## config.mk

```make
export PLATFORM = sky130hd
export DESIGN_NAME = sram_ctrl
export DESIGN_NICKNAME = d
export VERILOG_FILES = /design/src/rtl/sram_ctrl_pkg.sv /design/src/rtl/sram_ctrl_seq.sv /design/src/rtl/sram_ctrl_lanes.sv /design/src/rtl/sram_ctrl.sv
export SDC_FILE = /design/constraint.sdc
export NUM_CORES = 1
export LEC_CHECK = 0
export BUFFER_PORTS_ARGS = -buffer_cell sky130_fd_sc_hd__buf_2
export CAP_MARGIN = 20
export CORE_MARGIN = 4
export CORE_UTILIZATION = 30
export DETAILED_ROUTE_END_ITERATION = 6
export GPL_TIMING_DRIVEN = 0
export RECOVER_POWER = 25
export SLEW_MARGIN = 20
export SYNTH_ARGS = -nofsm -noshare
export SYNTH_HDL_FRONTEND = slang
export SYNTH_SLANG_ARGS = --single-unit
```

## constraint.sdc

```tcl
create_clock -name clk -period 2.82 [get_ports clk]
set_clock_uncertainty 0.15 [all_clocks]
set_input_delay 0.564 -clock clk [delete_from_list [all_inputs] [get_ports clk]]
set_output_delay 0.564 -clock clk [all_outputs]
set_load 0.1 [all_outputs]
```

## src/rtl/sram_ctrl_pkg.sv

```systemverilog
package sram_ctrl_pkg;

    localparam int unsigned DATA_W = 16;
    localparam int unsigned LANES  = 2;
    localparam int unsigned LANE_W = DATA_W / LANES;

    typedef enum logic [2:0] {
        ST_IDLE,
        ST_TURN,
        ST_RD_ACC,
        ST_RD_RESP,
        ST_WR_PULSE,
        ST_WR_HOLD
    } seq_state_e;

    typedef struct packed {
        logic              write;
        logic [LANES-1:0]  mask;
        logic [DATA_W-1:0] wdata;
    } req_t;

    typedef struct packed {
        logic sel;
        logic oe;
        logic we;
        logic drive;
        logic rsp;
    } strobe_t;

    function automatic int unsigned ns_to_cyc(input int unsigned ns, input int unsigned clk_ps);
        return (ns * 1000 + clk_ps - 1) / clk_ps;
    endfunction

    function automatic int unsigned max2(input int unsigned a, input int unsigned b);
        return (a > b) ? a : b;
    endfunction

endpackage

```

## src/rtl/sram_ctrl_seq.sv

```systemverilog
module sram_ctrl_seq
    import sram_ctrl_pkg::*;
#(
    parameter int unsigned RD_CYC   = 11,
    parameter int unsigned WE_CYC   = 9,
    parameter int unsigned HOLD_CYC = 2,
    parameter int unsigned CNT_W    = 4
) (
    input  logic    clk,
    input  logic    rst,
    input  logic    start,
    input  logic    start_wr,
    output logic    idle,
    output logic    capture,
    output strobe_t stb
);

    seq_state_e       state;
    logic [CNT_W-1:0] cnt;
    logic             wr_tail;

    always_ff @(posedge clk) begin
        if (rst) begin
            state   <= ST_IDLE;
            cnt     <= '0;
            wr_tail <= 1'b0;
        end else begin
            case (state)
                ST_IDLE: begin
                    cnt <= '0;
                    if (start) begin
                        if (start_wr)     state <= ST_WR_PULSE;
                        else if (wr_tail) state <= ST_TURN;
                        else              state <= ST_RD_ACC;
                    end
                end
                ST_TURN: begin
                    state   <= ST_RD_ACC;
                    wr_tail <= 1'b0;
                end
                ST_RD_ACC: begin
                    if (cnt == CNT_W'(RD_CYC - 1)) begin
                        state <= ST_RD_RESP;
                        cnt   <= '0;
                    end else begin
                        cnt <= cnt + 1'b1;
                    end
                end
                ST_RD_RESP: state <= ST_IDLE;
                ST_WR_PULSE: begin
                    if (cnt == CNT_W'(WE_CYC - 1)) begin
                        state <= ST_WR_HOLD;
                        cnt   <= '0;
                    end else begin
                        cnt <= cnt + 1'b1;
                    end
                end
                ST_WR_HOLD: begin
                    if (cnt == CNT_W'(HOLD_CYC - 1)) begin
                        state   <= ST_IDLE;
                        cnt     <= '0;
                        wr_tail <= 1'b1;
                    end else begin
                        cnt <= cnt + 1'b1;
                    end
                end
                default: state <= ST_IDLE;
            endcase
        end
    end

    always_comb begin
        idle      = (state == ST_IDLE);
        capture   = (state == ST_RD_ACC) && (cnt == CNT_W'(RD_CYC - 1));
        stb.sel   = (state == ST_RD_ACC) || (state == ST_WR_PULSE) || (state == ST_WR_HOLD);
        stb.oe    = (state == ST_RD_ACC);
        stb.we    = (state == ST_WR_PULSE);
        stb.drive = (state == ST_WR_PULSE) || ((state == ST_WR_HOLD) && (cnt == '0));
        stb.rsp   = (state == ST_RD_RESP);
    end

endmodule

```

## src/rtl/sram_ctrl_lanes.sv

```systemverilog
module sram_ctrl_lanes
    import sram_ctrl_pkg::*;
(
    input  logic              clk,
    input  logic              rst,
    input  logic [LANES-1:0]  mask,
    input  logic              sel,
    input  logic              capture,
    input  logic [DATA_W-1:0] dq_in,
    output logic [LANES-1:0]  be_n,
    output logic [DATA_W-1:0] rdata
);

    for (genvar g = 0; g < LANES; g++) begin : g_lane
        assign be_n[g] = !(sel && mask[g]);

        always_ff @(posedge clk) begin
            if (rst) begin
                rdata[g*LANE_W +: LANE_W] <= '0;
            end else if (capture) begin
                rdata[g*LANE_W +: LANE_W] <= mask[g] ? dq_in[g*LANE_W +: LANE_W] : '0;
            end
        end
    end

endmodule

```

## src/rtl/sram_ctrl.sv

```systemverilog
module sram_ctrl
    import sram_ctrl_pkg::*;
#(
    parameter int unsigned ADDR_W  = 17,
    parameter int unsigned CLK_PS  = 5000,
    parameter int unsigned T_RC_NS = 55,
    parameter int unsigned T_AA_NS = 55,
    parameter int unsigned T_WC_NS = 55,
    parameter int unsigned T_WP_NS = 40,
    parameter int unsigned T_AW_NS = 45,
    parameter int unsigned T_SW_NS = 45,
    parameter int unsigned T_DS_NS = 25
) (
    input  logic              clk,
    input  logic              rst,
    input  logic              req_valid,
    output logic              req_ready,
    input  logic [ADDR_W-1:0] req_addr,
    input  logic              req_write,
    input  logic [1:0]        req_mask,
    input  logic [15:0]       req_wdata,
    output logic              rsp_valid,
    output logic [15:0]       rsp_rdata,
    output logic [ADDR_W-1:0] mem_addr,
    output logic [15:0]       mem_dq_out,
    output logic              mem_dq_drive,
    input  logic [15:0]       mem_dq_in,
    output logic              mem_cs_n,
    output logic              mem_cs,
    output logic              mem_oe_n,
    output logic              mem_we_n,
    output logic              mem_lb_n,
    output logic              mem_ub_n
);

    localparam int unsigned RD_CYC = max2(ns_to_cyc(T_AA_NS, CLK_PS), ns_to_cyc(T_RC_NS, CLK_PS));
    localparam int unsigned WE_CYC = max2(max2(ns_to_cyc(T_WP_NS, CLK_PS), ns_to_cyc(T_AW_NS, CLK_PS)),
                                          max2(ns_to_cyc(T_SW_NS, CLK_PS), ns_to_cyc(T_DS_NS, CLK_PS)));
    localparam int unsigned WC_CYC   = ns_to_cyc(T_WC_NS, CLK_PS);
    localparam int unsigned HOLD_CYC = (WC_CYC > WE_CYC + 1) ? (WC_CYC - WE_CYC) : 1;
    localparam int unsigned CNT_W    = $clog2(max2(max2(RD_CYC, WE_CYC), HOLD_CYC) + 1);

    req_t              req_q;
    logic [ADDR_W-1:0] addr_q;
    logic              idle;
    logic              capture;
    logic              accept;
    strobe_t           stb;
    logic [LANES-1:0]  be_n;

    assign accept = req_valid && idle;

    always_ff @(posedge clk) begin
        if (rst) begin
            req_q  <= '0;
            addr_q <= '0;
        end else if (accept) begin
            req_q  <= '{write: req_write, mask: req_mask, wdata: req_wdata};
            addr_q <= req_addr;
        end
    end

    sram_ctrl_seq #(
        .RD_CYC  (RD_CYC),
        .WE_CYC  (WE_CYC),
        .HOLD_CYC(HOLD_CYC),
        .CNT_W   (CNT_W)
    ) u_seq (
        .clk     (clk),
        .rst     (rst),
        .start   (accept),
        .start_wr(req_write),
        .idle    (idle),
        .capture (capture),
        .stb     (stb)
    );

    sram_ctrl_lanes u_lanes (
        .clk    (clk),
        .rst    (rst),
        .mask   (req_q.mask),
        .sel    (stb.sel),
        .capture(capture),
        .dq_in  (mem_dq_in),
        .be_n   (be_n),
        .rdata  (rsp_rdata)
    );

    assign req_ready    = idle;
    assign rsp_valid    = stb.rsp;
    assign mem_addr     = addr_q;
    assign mem_dq_out   = req_q.wdata;
    assign mem_dq_drive = stb.drive;
    assign mem_cs_n     = !stb.sel;
    assign mem_cs       = stb.sel;
    assign mem_oe_n     = !stb.oe;
    assign mem_we_n     = !stb.we;
    assign mem_lb_n     = be_n[0];
    assign mem_ub_n     = be_n[1];

endmodule

```

==> qor.log <==
INFO  sta            worst_slew_pin_slew=1200ps
INFO  cts            tritoncts=built
INFO  floorplanning  initial_core_util=30.56%
INFO  cts            post-cts-setup-buffers=0
INFO  logic_synthesis synth.area.top_cells=dfxtp_1, nand2_1, a21oi_1
INFO  power_and_ir_drop power.internal=1369uW
INFO  cts            clockBufferDepth=2
INFO  worst_hold_path hold_path.class=reg2reg
INFO  sta            slew_headroom=20.37%
INFO  final_layout   seq_area=0.001181mm^2
INFO  power_and_ir_drop power.clock.fraction=27.2%
INFO  drt            postRouteWirelength=6808um
INFO  power_and_ir_drop seq_power_share=39.2%
INFO  logic_synthesis dominant_combinational_cell_family_by_area_after_synthesis=simple AND/OR/NAND/NOR gates
INFO  logic_synthesis synth.lib_cells_used.distinct=35
INFO  power_and_ir_drop cellPowerDensity=696.4mW/mm^2
INFO  setup_path     r2r_start=u_seq.state[2]
INFO  sta            timing.setup.tns=0ps
INFO  global_route   gr-total-overflow=0
INFO  setup_path     critical_path.endpoint_type=output pin
INFO  power_and_ir_drop netSwitchingFraction=41.46%
INFO  sta            fin_crit=2538ps
INFO  cts            postCtsResizedCells=0
INFO  final_layout   multi_input_area=0.001086mm^2
INFO  logic_synthesis post_synth_and_or_nand_nor_area_fraction=25.04%
INFO  drt            post_drt_via_cell_ratio=4.492
INFO  logic_synthesis synthCells=313
INFO  placement      dp_hpwl=5112um
INFO  floorplanning  die-width=99.26um
INFO  sta            slew_viol_final=0
INFO  setup_path     worstSetupPathType=reg2out
INFO  cts            clockRootBuffer=clkbuf_8
INFO  sta            holdWs=300.4ps
INFO  flow_run       timing.max_cap.violations=0
INFO  sta            grt_setup_unrepaired=no
INFO  logic_synthesis postSynthNetCount=372
INFO  worst_hold_path worstHoldStart=u_lanes.rdata[15]
INFO  final_layout   antenna_cells_inserted=0
INFO  global_route   global_route_wire_length_before_repair=11100um
INFO  final_layout   nets=494
INFO  placement      place.gp.congestion=0.7972
INFO  drt            drt-pass1-iter-count=4
INFO  setup_path     cp-start-kind=flop
INFO  worst_hold_path holdPathEnd=u_lanes.rdata[15]
INFO  setup_path     ff2ff_path_depth=7
INFO  global_route   largest_net_degree_at_the_start_of_global_routing=11
INFO  logic_synthesis synth_compound_gate_area_share=14.97%
INFO  cts            clock_net_sink_count=59
INFO  global_route   first_global_vias=2420
INFO  worst_hold_path hold_path_depth=2
INFO  cts            htree_num_levels=3
INFO  drt            route.detailed.drc=0
INFO  sta            setup-violations-final=0
INFO  cts            clock_latency=330ps
INFO  cts            clkSlewWorstSetupHoldPaths=70ps
INFO  logic_synthesis synth_xor_xnor_area_share=0%
INFO  logic_synthesis synth_seq_cells=59
INFO  sta            timing.final.crit_share=90.01%
INFO  sta            clock.fmax=394.0MHz
INFO  outcome        run_status=finished clean
INFO  logic_synthesis synth-seq-area-share=47.27%
INFO  final_layout   area.growth.synth_to_final=34.35%
INFO  logic_synthesis netlist_area=0.002499mm^2
INFO  sta            final_hold_viol_count=0
INFO  setup_path     timing.rr.end=req_q[16]
INFO  power_and_ir_drop p_leak=0.001474uW
INFO  floorplanning  top_level_ports=113
INFO  logic_synthesis synth_enable_flop_cells=0
INFO  cts            cts.hold.buffers_added=0
INFO  floorplanning  floorplan.die_area=0.009853mm^2
INFO  power_and_ir_drop p_switching=969.2uW
INFO  setup_path     crit_arrival=1820ps
INFO  floorplanning  die_h=99.26um
INFO  power_and_ir_drop comb_power_share=33.7%
INFO  drt            post_drt_wl_per_cell=12.49um
INFO  logic_synthesis synth_adder_area_share=2.003%
INFO  placement      io_buffers=111
INFO  setup_path     cp_data_required_time=2110ps
INFO  logic_synthesis ys_async_sr_fraction=0%
INFO  power_and_ir_drop power.ir.vdd_worst=0.2761mV
INFO  logic_synthesis postSynthAreaPerCell=7.983um^2
INFO  setup_path     timing.reg2reg.setup_slack=770ps
INFO  final_layout   final_layout_size_suffix_gt1_share=33.41%
INFO  final_layout   layout.filler_cells=869
INFO  global_route   grtUsageTotal=13.91%
INFO  drt            vias=2448
INFO  drt            ant_nets=0
INFO  sta            finalWorstSetupSlack=281.6ps
INFO  logic_synthesis synthDominantAreaCellType=dfxtp_1
INFO  cts            tritoncts.num_buffers=9
INFO  floorplanning  floorplan.core_area=0.008175mm^2
INFO  placement      detailedPlace.worstSlack=622.4ps
INFO  setup_path     critical_path.max_fanout=10
INFO  drt            number_of_design_rule_violations_left_by_the_first_detailed_router_iteration=53
INFO  logic_synthesis synth_top_area_share=47.27%
INFO  floorplanning  placement_rows=33
INFO  logic_synthesis synthMuxAreaShare=0.4507%
INFO  logic_synthesis yosys_warnings=0
INFO  global_route   number_of_antenna_violations_at_the_first_check_in_global_routing=0
INFO  logic_synthesis most_frequently_used_flop_master_after_synthesis=dfxtp_1
## Yosys cell counts (all sizes together) (3+ instances only)
cell type,instances
nand2,98
clkbuf,10
nor3,3
a31oi,3
buf,28
a21oi,53
ha,4
nand3,18
inv,6
nor2,8
dfxtp,59
## worst max-delay path, cell delays in order, from the launching register on
cell and delay (ps):
dfxtp_1 310, buf_6 140, nor3b_4 260, clkinvlp_4 230, nand2_8 130, buf_2 430
## worst max-delay path by stage
stage	startpoint	to	slack, ps
after detailed placement	u_seq.state[2]	mem_cs	620
after CTS	u_seq.state[2]	mem_cs	250
after floorplan	u_seq.state[2]	mem_cs_n	-10
after global placement	u_seq.state[2]	mem_cs	620
final	u_seq.state[2]	mem_cs	280
after global routing	u_seq.state[2]	mem_cs	190
## metrics by stage
step / util [%] / instance area (um^2) / total power (uW) / std cells
after global routing: 41.06 / 3357 / 2458 / 545
after CTS: 41.44 / 3388 / 2393 / 545
after floorplan: - / 2541 / 1586 / 313
after detailed placement: 39.49 / 3228 / 1736 / 529
final: 41.06 / 3357 / 2338 / 545
after global placement: 39.49 / 3228 / 1729 / 529
## layer usage
| metal | vias to the layer above | track usage (%) | wire, um |
|---|---|---|---|
| met4 | 0 | 7.038 | 174 |
| li1 | 1263 | - | - |
| met3 | 13 | 2.665 | 333 |
| met2 | 68 | 23.50 | 3261 |
| met5 | - | 0 | 0 |
| met1 | 1104 | 16.81 | 3039 |
## layout make-up
| type | count | share of cell area (%) |
|---|---|---|
| Clock buffer | 10 | 3.802 |
| Multi-Input combinational cell | 210 | 32.35 |
| Tap cell | 105 | 3.914 |
| Clock inverter | 6 | 0.9691 |
| Inverter | 6 | 0.8945 |
| Sequential cell | 59 | 35.18 |
| Buffer | 38 | 6.783 |
| Timing Repair Buffer | 111 | 16.10 |
## power groups by stage
stage	clock network, uW	registers (uW)	logic [uW]
CTS	674	916	802
floorplan	0	1090	500
global route	698	923	837
global placement	0	933	797
finish	635	916	787
detailed placement	0	935	801
## cell usage in the layout, fill, tap and decap left out, types with 5 or more instances in the layout
cell type  count
a21oi_1       52
buf_2        101
buf_4         18
clkbuf_1      27
clkbuf_8       9
clkinv_2       5
dfxtp_1       59
nand2_1       95
nand3_1       18
nor2_1         8
## kinds of logic after synthesis
logic type / count (synthesis)
flops: 59
buf+inv: 44
mux: 1
fa+ha+maj: 4
simple gates: 140
compound gates: 65
## registers in the layout, summed over array words and instances, names as in the netlist
name	cells
u_seq.wr_tail	1
req_q	2
mem_dq_out	16
u_lanes.rdata	16
u_seq.cnt	4
mem_addr	17
u_seq.state	3
Power figures use the tool's default switching activity.
